===== src/rtl/cred_blk_sender.sv =====
module cred_blk_sender #(
  parameter int ADDR_W        = 8,
  parameter int CNT_W         = 16,
  parameter int WORDS_PER_BLK = 1024,
  parameter int CREDIT_MODE   = 1,
  parameter int CHK_WORDS     = 1024,
  parameter int POLL_GAP      = 2500,
  parameter int POLL_LIMIT    = 4000,
  parameter int ERR_BIT       = 19,
  parameter logic [ADDR_W-1:0] DATA_ADDR   = 'h28,
  parameter logic [ADDR_W-1:0] CREDIT_ADDR = 'h49,
  parameter logic [ADDR_W-1:0] STATUS_ADDR = 'h1C
) (
  input  logic              clk,
  input  logic              rst_n,
  input  logic              start,
  input  logic              chk_en,
  input  logic              s_valid,
  output logic              s_ready,
  input  logic [31:0]       s_data,
  input  logic              s_last,
  input  logic [1:0]        s_bytes,
  output logic              m_req,
  output logic              m_we,
  output logic [ADDR_W-1:0] m_addr,
  output logic [31:0]       m_wdata,
  input  logic              m_ack,
  input  logic [31:0]       m_rdata,
  output logic [CNT_W-1:0]  blk_cnt,
  output logic              done,
  output logic              err_cfg,
  output logic              err_tmo
);
  localparam int BLK_WORDS = (CREDIT_MODE != 0) ? WORDS_PER_BLK : 1;
  localparam int WW = (BLK_WORDS > 1) ? $clog2(BLK_WORDS) : 1;
  localparam int KW = (CHK_WORDS > 1) ? $clog2(CHK_WORDS) : 1;
  localparam int PW = (POLL_LIMIT > 1) ? $clog2(POLL_LIMIT) : 1;
  localparam int GW = (POLL_GAP > 1) ? $clog2(POLL_GAP) : 1;
  localparam logic [WW-1:0] W_MAX  = WW'(BLK_WORDS - 1);
  localparam logic [KW-1:0] K_MAX  = KW'(CHK_WORDS - 1);
  localparam logic [PW-1:0] PL_MAX = PW'(POLL_LIMIT - 1);
  localparam logic [GW-1:0] G_MAX  = GW'(POLL_GAP - 1);

  typedef enum logic [3:0] {
    S_IDLE, S_WAIT, S_CRD, S_STA, S_GAP, S_WR, S_CHK, S_DONE, S_FAIL
  } st_t;

  st_t           st;
  logic [WW-1:0] wcnt;
  logic [KW-1:0] kcnt;
  logic [PW-1:0] poll_n;
  logic [GW-1:0] gap_n;
  logic          last_q;
  logic          blk_end;
  logic          has_credit;
  logic          rd_err;
  logic          unused_rd;

  assign blk_end    = s_last || (wcnt == W_MAX);
  assign has_credit = (m_rdata[7:0] != blk_cnt[7:0]);
  assign rd_err     = m_rdata[ERR_BIT];
  assign unused_rd  = ^m_rdata;

  assign m_req   = (st == S_CRD) || (st == S_STA) || (st == S_WR) || (st == S_CHK);
  assign m_we    = (st == S_WR);
  assign s_ready = (st == S_WR) && m_ack;
  assign done    = (st == S_DONE);

  always_comb begin
    case (st)
      S_CRD:        m_addr = CREDIT_ADDR;
      S_STA, S_CHK: m_addr = STATUS_ADDR;
      default:      m_addr = DATA_ADDR;
    endcase
  end

  always_comb begin
    m_wdata = s_data;
    if (s_last) begin
      case (s_bytes)
        2'd1:    m_wdata = {24'h0, s_data[7:0]};
        2'd2:    m_wdata = {16'h0, s_data[15:0]};
        2'd3:    m_wdata = {8'h0, s_data[23:0]};
        default: m_wdata = s_data;
      endcase
    end
  end

  always_ff @(posedge clk) begin
    if (!rst_n) begin
      st      <= S_IDLE;
      wcnt    <= '0;
      kcnt    <= '0;
      poll_n  <= '0;
      gap_n   <= '0;
      last_q  <= 1'b0;
      blk_cnt <= '0;
      err_cfg <= 1'b0;
      err_tmo <= 1'b0;
    end else begin
      case (st)
        S_IDLE, S_DONE, S_FAIL: begin
          if (start) begin
            st      <= S_WAIT;
            wcnt    <= '0;
            kcnt    <= '0;
            last_q  <= 1'b0;
            blk_cnt <= '0;
            err_cfg <= 1'b0;
            err_tmo <= 1'b0;
          end
        end
        S_WAIT: begin
          poll_n <= '0;
          if (s_valid)
            st <= (CREDIT_MODE != 0 && wcnt == '0) ? S_CRD : S_WR;
        end
        S_CRD: begin
          if (m_ack) st <= has_credit ? S_WR : S_STA;
        end
        S_STA: begin
          if (m_ack) begin
            if (rd_err) begin
              err_cfg <= 1'b1;
              st      <= S_FAIL;
            end else if (poll_n == PL_MAX) begin
              err_tmo <= 1'b1;
              st      <= S_FAIL;
            end else begin
              poll_n <= poll_n + 1'b1;
              gap_n  <= '0;
              st     <= S_GAP;
            end
          end
        end
        S_GAP: begin
          if (gap_n == G_MAX) st <= S_CRD;
          else gap_n <= gap_n + 1'b1;
        end
        S_WR: begin
          if (m_ack) begin
            wcnt   <= blk_end ? '0 : wcnt + 1'b1;
            kcnt   <= (kcnt == K_MAX) ? '0 : kcnt + 1'b1;
            last_q <= s_last;
            if (blk_end) blk_cnt <= blk_cnt + 1'b1;
            if (s_last)
              st <= chk_en ? S_CHK : S_DONE;
            else if (chk_en && kcnt == K_MAX)
              st <= S_CHK;
            else
              st <= S_WAIT;
          end
        end
        S_CHK: begin
          if (m_ack) begin
            if (rd_err) begin
              err_cfg <= 1'b1;
              st      <= S_FAIL;
            end else begin
              st <= last_q ? S_DONE : S_WAIT;
            end
          end
        end
        default: st <= S_IDLE;
      endcase
    end
  end
endmodule


===== config.mk =====
export PLATFORM = sky130hd
export DESIGN_NAME = cred_blk_sender
export DESIGN_NICKNAME = d
export VERILOG_FILES = /design/src/rtl/cred_blk_sender.sv
export SDC_FILE = /design/constraint.sdc
export NUM_CORES = 1
export LEC_CHECK = 0
export BUFFER_PORTS_ARGS = -buffer_cell sky130_fd_sc_hd__clkbuf_2
export CORE_UTILIZATION = 46
export DETAILED_ROUTE_END_ITERATION = 10
export GPL_ROUTABILITY_DRIVEN = 0
export PLACE_DENSITY = 0.77
export SETUP_SLACK_MARGIN = 0.3
export SKIP_LAST_GASP = 1
export SLEW_MARGIN = 40
export SYNTH_ARGS = -nofsm -noshare
export SYNTH_HDL_FRONTEND = slang
export SYNTH_SLANG_ARGS = --single-unit

===== constraint.sdc =====
create_clock -name clk -period 1.8 [get_ports clk]
set_input_delay 0.18 -clock clk [delete_from_list [all_inputs] [get_ports clk]]
set_output_delay 0.18 -clock clk [all_outputs]
set_load 0.1 [all_outputs]

; ---- After elaboration in Yosys (flattened, before gate mapping)
; Index checks and enable logic that the tools add are counted.
[totals]
ff_bits = 67
latchBits = 0
ram_bits = 0
rom_bits = 0
output_inout_bits = 62
word_cells = 116
n_memories = 0
[classes]
addsub = 5
mul = 0
div = 0
n_lt_le_gt_ge = 0
eq_ne = 30
n_shift = 0
n_mux = 50
n_bitwise = 0
n_reduce_logical = 22
[op_table]
columns = operator, count
row1 = one-hot mux 32 bit (3 select lines), 1
row2 = 2-to-1 mux 12 bit, 7
row3 = 2-to-1 mux 10 bit, 5
row4 = 2-to-1 mux 16 bit, 3
row5 = one-hot mux 12 bit (2 select lines), 2
row6 = 2-to-1 mux 4 bit, 10
row7 = one-hot mux 10 bit (2 select lines), 2
row8 = 2-to-1 mux 32 bit, 1
row9 = one-hot mux 16 bit (2 select lines), 1
row10 = one-hot mux 4 bit (7 select lines), 1
row11 = "adder 12 x 1 -> 12 bit, second input constant", 2
row12 = "== test 12 bit, second input constant", 2
row13 = "adder 10 x 1 -> 10 bit, second input constant", 2
row14 = "== test 10 bit, second input constant", 2
row15 = "inequality test 2 bit, second input constant", 9
row16 = "adder 16 x 1 -> 16 bit, second input constant", 1
row17 = "== test 4 x 3 -> 1 bit, second input constant", 4
row18 = 2-to-1 mux 3 bit, 5
row19 = one-hot mux 7 bit (2 select lines), 1
row20 = AND reduction 4 bit, 3
row21 = logical NOT 10 bit, 1
row22 = "inequality test 2 x 1 -> 1 bit, second input constant", 5
row23 = AND reduction 5 bit, 2
row24 = nonzero test 2 bit, 5
row25 = 15 further kinds, 30

; ---- Logic depth before layout (Yosys ltp)
[logic_depth]
depth_word = 6
ltp_mapped = 8
mapped_depth_nobuf = 6

; ---- Worst setup path after synthesis
; Ideal clock, no wire load.
[synth_timing]
path_type = register to output
startpoint = register st[1]
endpoint = output port m_addr[6]
arrival_time_ns = 3.338
t_required_ns = 1.620
setup_slack_ns = -1.718
stages_incl_launch_ff = 5
path_cell_list = dfxtp_1 > buf_2 > nand2b_1 > nor3_1 > buf_4
[synth_via]
elab_chain_len = 3
[synth_lines]
columns = item, line
row1 = start: declaration, 48  ; st_t st;
row2 = start signal: assignment, 116  ; st <= (CREDIT_MODE != 0 && wcnt == '0) ? S_CRD : S_WR;
row3 = start signal: assignment, 119  ; if (m_ack) st <= has_credit ? S_WR : S_STA;
row4 = start signal: assignment, 147  ; st <= chk_en ? S_CHK : S_DONE;
row5 = == test 4 x 2 -> 1 bit / == test 4 x 3 -> 1 bit (equally long branches), 70  ; case (st)
row6 = OR reduction 2 bit (no source line), --
row7 = one-hot mux 7 bit (2 select lines) (*), 70
row8 = end: declaration, 25  ; output logic [ADDR_W-1:0] m_addr,
; Mark *: on every way between the ends. The rest lies on a longest branch, timed or not.

; ---- Worst setup path in the final report
[layout_timing]
startpoint = register wcnt[8]
endpoint = register blk_cnt[14]
[layout_via]
elab_chain_len = 4
[layout_lines]
columns = item, line
row1 = start: declaration, 49  ; logic [WW-1:0] wcnt;
row2 = start signal: assignment, 142  ; wcnt <= blk_end ? '0 : wcnt + 1'b1;
row3 = == test 10 bit, 59  ; assign blk_end = s_last || (wcnt == W_MAX);
row4 = logical OR 1 bit, 59
row5 = inequality test 2 x 1 -> 1 bit (no source line), --
row6 = AND reduction 4 bit (no source line), --
row7 = end signal: assignment, 145  ; if (blk_end) blk_cnt <= blk_cnt + 1'b1;
row8 = end: declaration, 29  ; output logic [CNT_W-1:0] blk_cnt,
; Every way passes these cells.
; A chain may end at the register's enable or synchronous reset.

==> out/metrics.cfg <==
[die]
coreArea_um2=8220
die_y_um=94.0
ioPinCount=135
die_w_um=94.0
start_util_pct=47.4
dieArea_um2=8840
rows=33

[worst_setup_path]
crit_type=flop to flop
slowest_stage=dfxtp_1
crit_chain=nand2_1, o311ai_4, nand4b_1, or3_1, a21oi_2
critPathLaunchType=flop
arrival_ps=2380
worst_setup_path_end_kind=flop
cp_num_buf_inv=0
max_stage_delay_ps=450
critical_path.top_delay_family=simple AND/OR/NAND/NOR gates
crit_path_max_fanout=4
worstPathRequired_ps=2110

[logic_synthesis]
synth_area_leaders=dfxtp_1 (34%), xor2_1 (6.5%), nor2_1 (6.0%), xnor2_1 (4.5%), and2_1 (4.2%)
ys_types=61
async_flop_share_pct=0
avgSynthCellArea_um2=8.07
synthCells=483
syn_area_um2=3900
post-synth-top-area-cell=dfxtp_1
synth_top_cell_area_share_pct=34.4
synth_edf_count=0
yosysSeqAreaShare_pct=34.4
ys_ff_latch=67
ys.flop_type=dfxtp_1
ys_warn_count=0

[final_layout]
fin_nets=754
area_growth_syn_to_layout_pct=73.7
seqCellArea_um2=1380
multi_input_area_um2=3170
fill_cells=429
final_common_cell=buf_4
drive_above_1_share_pct=55.4
design_area_um2=6770
final_cell_mix=buf_4 (73), clkbuf_2 (72), nor2_1 (52)

[place]
hpwl_um=8210
place_area_um2=5390
place.port_buffers=92

[clock_network]
cts_num_sinks=67
clk_pin_slew_ps=80
clk_latency_ps=380
cts_buffers=9
cts_hold_buffers=0
cts_root_buf=clkbuf_8
htree_levels=3
cts_buffer_depth=2
cts_tree=yes

[power]
finalPower_mw=6.52
p_per_area_nw_per_um2=964
peakVddDrop_v=0.000601
leakage_nw=2.70

[timing]
period_share_pct=115
hold_viol_final=0
setup_viol=48
rsz0062_at_grt=yes
worst_slack_ps=-272
worst_pin_slew_ps=562
period_needed_ps=2070
setup_tns_ps=-4650
fmax_ghz=0.483
skew_ps=17.9
maxSlewHeadroom_pct=62.7
drv_slew=0

[drt]
drt_iter0_markers=431
wl_met3_um=1460
drc=0
dr.pass1.iters=5
highest_layer=met4
detail-route-antenna-nets=0
wl_met1_um=5740
vias=4885
finalWirelength_um=17200
avgViaCountPerCell=6.22
wl_met2_um=8530
wl_per_cell_um=21.9

[run]
maxCapViolCount=0

[global_routing]
grt_antenna_before_repair=1
grt_max_degree=17
grt_pass1_vias=4220
track_usage_pct=29.3
grt_pass1_wl_um=19900
gr-total-overflow=0

[status]
outcome=complete, but fails checks
failed_checks=negative setup slack

[hold_path]
holdCritPathClass=input port to flop

[flip-flops by register name, summed over array words and instances, names as in the netlist]
signal	count
blk_cnt	16
err_cfg	1
err_tmo	1
gap_n	12
kcnt	10
last_q	1
poll_n	12
st	4
wcnt	10
[cells by family (layout without fill, tap and decap cells)]
family	Yosys count	in the layout	share of synthesized area [%]
compound gates	69	69	12.0
xor+xnor	49	49	11.0
fa+ha+maj	6	6	1.93
buf+inv	44	238	6.20
flops	67	67	34.4
mux	3	3	0.770
other cells	2	4	0.193
simple gates	243	244	33.5
[synthesized netlist by cell type (2+ instances only)]
| cell type | number |
|---|---|
| and4_1 | 2 |
| conb_1 | 2 |
| xor2_1 | 29 |
| or4_1 | 3 |
| or2_2 | 3 |
| nor4b_1 | 3 |
| nand2b_1 | 5 |
| o2111ai_1 | 3 |
| ha_1 | 6 |
| a21oi_1 | 20 |
| buf_6 | 2 |
| nor4_1 | 7 |
| nor3_1 | 14 |
| dfxtp_1 | 67 |
| nor3b_1 | 4 |
| mux2i_1 | 3 |
| nor2_1 | 62 |
| and4b_1 | 2 |
| a31oi_1 | 3 |
| buf_4 | 14 |
| nand4b_1 | 2 |
| nand3_1 | 19 |
| o22ai_1 | 4 |
| a21boi_0 | 2 |
| clkbuf_1 | 4 |
| and3_1 | 6 |
| and2_1 | 26 |
| inv_1 | 16 |
| xnor2_1 | 20 |
| nand3b_1 | 2 |
| nand2_1 | 41 |
| nand4_1 | 20 |
| buf_2 | 7 |
| o211ai_1 | 3 |
| nor4b_2 | 2 |
| or3_1 | 12 |
| o21ai_0 | 19 |
[where the power goes]
group	total [mW]	switching (mW)	internal, mW
Combinational	3.73	2.14	1.60
Sequential	1.64	0.0980	1.54
Clock	1.15	0.625	0.524
[path summary, 6_finish.rpt]
check	from	slack (ps)	to	depth (start not counted)
setup / recovery	wcnt[8]$_SDFFE_PN0P_	-270	blk_cnt[14]$_SDFFE_PN0P_	5
hold / removal	m_rdata[19]	310	err_cfg$_SDFFE_PN0P_	3
hold reg to reg	last_q$_SDFFE_PN0P_	510	last_q$_SDFFE_PN0P_	2
setup reg to reg	wcnt[8]$_SDFFE_PN0P_	-270	blk_cnt[14]$_SDFFE_PN0P_	5
[layer usage]
metal | vias up | track usage, %
met2 | 384 | 52.8
met5 | - | 0
met3 | 144 | 6.96
met1 | 2289 | 31.0
met4 | 0 | 16.8
li1 | 2068 | -
[worst min-delay path, stage by stage]
cell,delay (ps)
clkbuf_2,230
a31oi_4,120
nor3_2,90
[stage by stage]
step | setup slack [ps] | cells | hold WS, ps | utilization, %
floorplan | -237 | 484 | 394 | -
global placement | -19.5 | 725 | 361 | 65.5
detailed placement | -85.4 | 725 | 361 | 65.5
CTS | -46.6 | 758 | 261 | 74.1
global route | -374 | 784 | 296 | 82.4
finish | -272 | 785 | 305 | 82.4
[layout make-up]
cell class | count | share of cell area (%)
Multi-Input combinational cell | 374 | 46.8
Timing Repair Buffer | 207 | 27.4
Sequential cell | 67 | 20.4
Clock buffer | 12 | 2.14
Tap cell | 105 | 1.94
Inverter | 16 | 1.05
Clock inverter | 3 | 0.222
Antenna cell | 1 | 0.0370
[what timing repair did]
item / CTS / global route
cloned: 2 / 1
pin swaps: 36 / 78
setup endpoints to repair: 74 / 76
gates resized for setup: 87 / 94
buffers inserted: 16 / 25
Power figures use the tool's default switching activity.
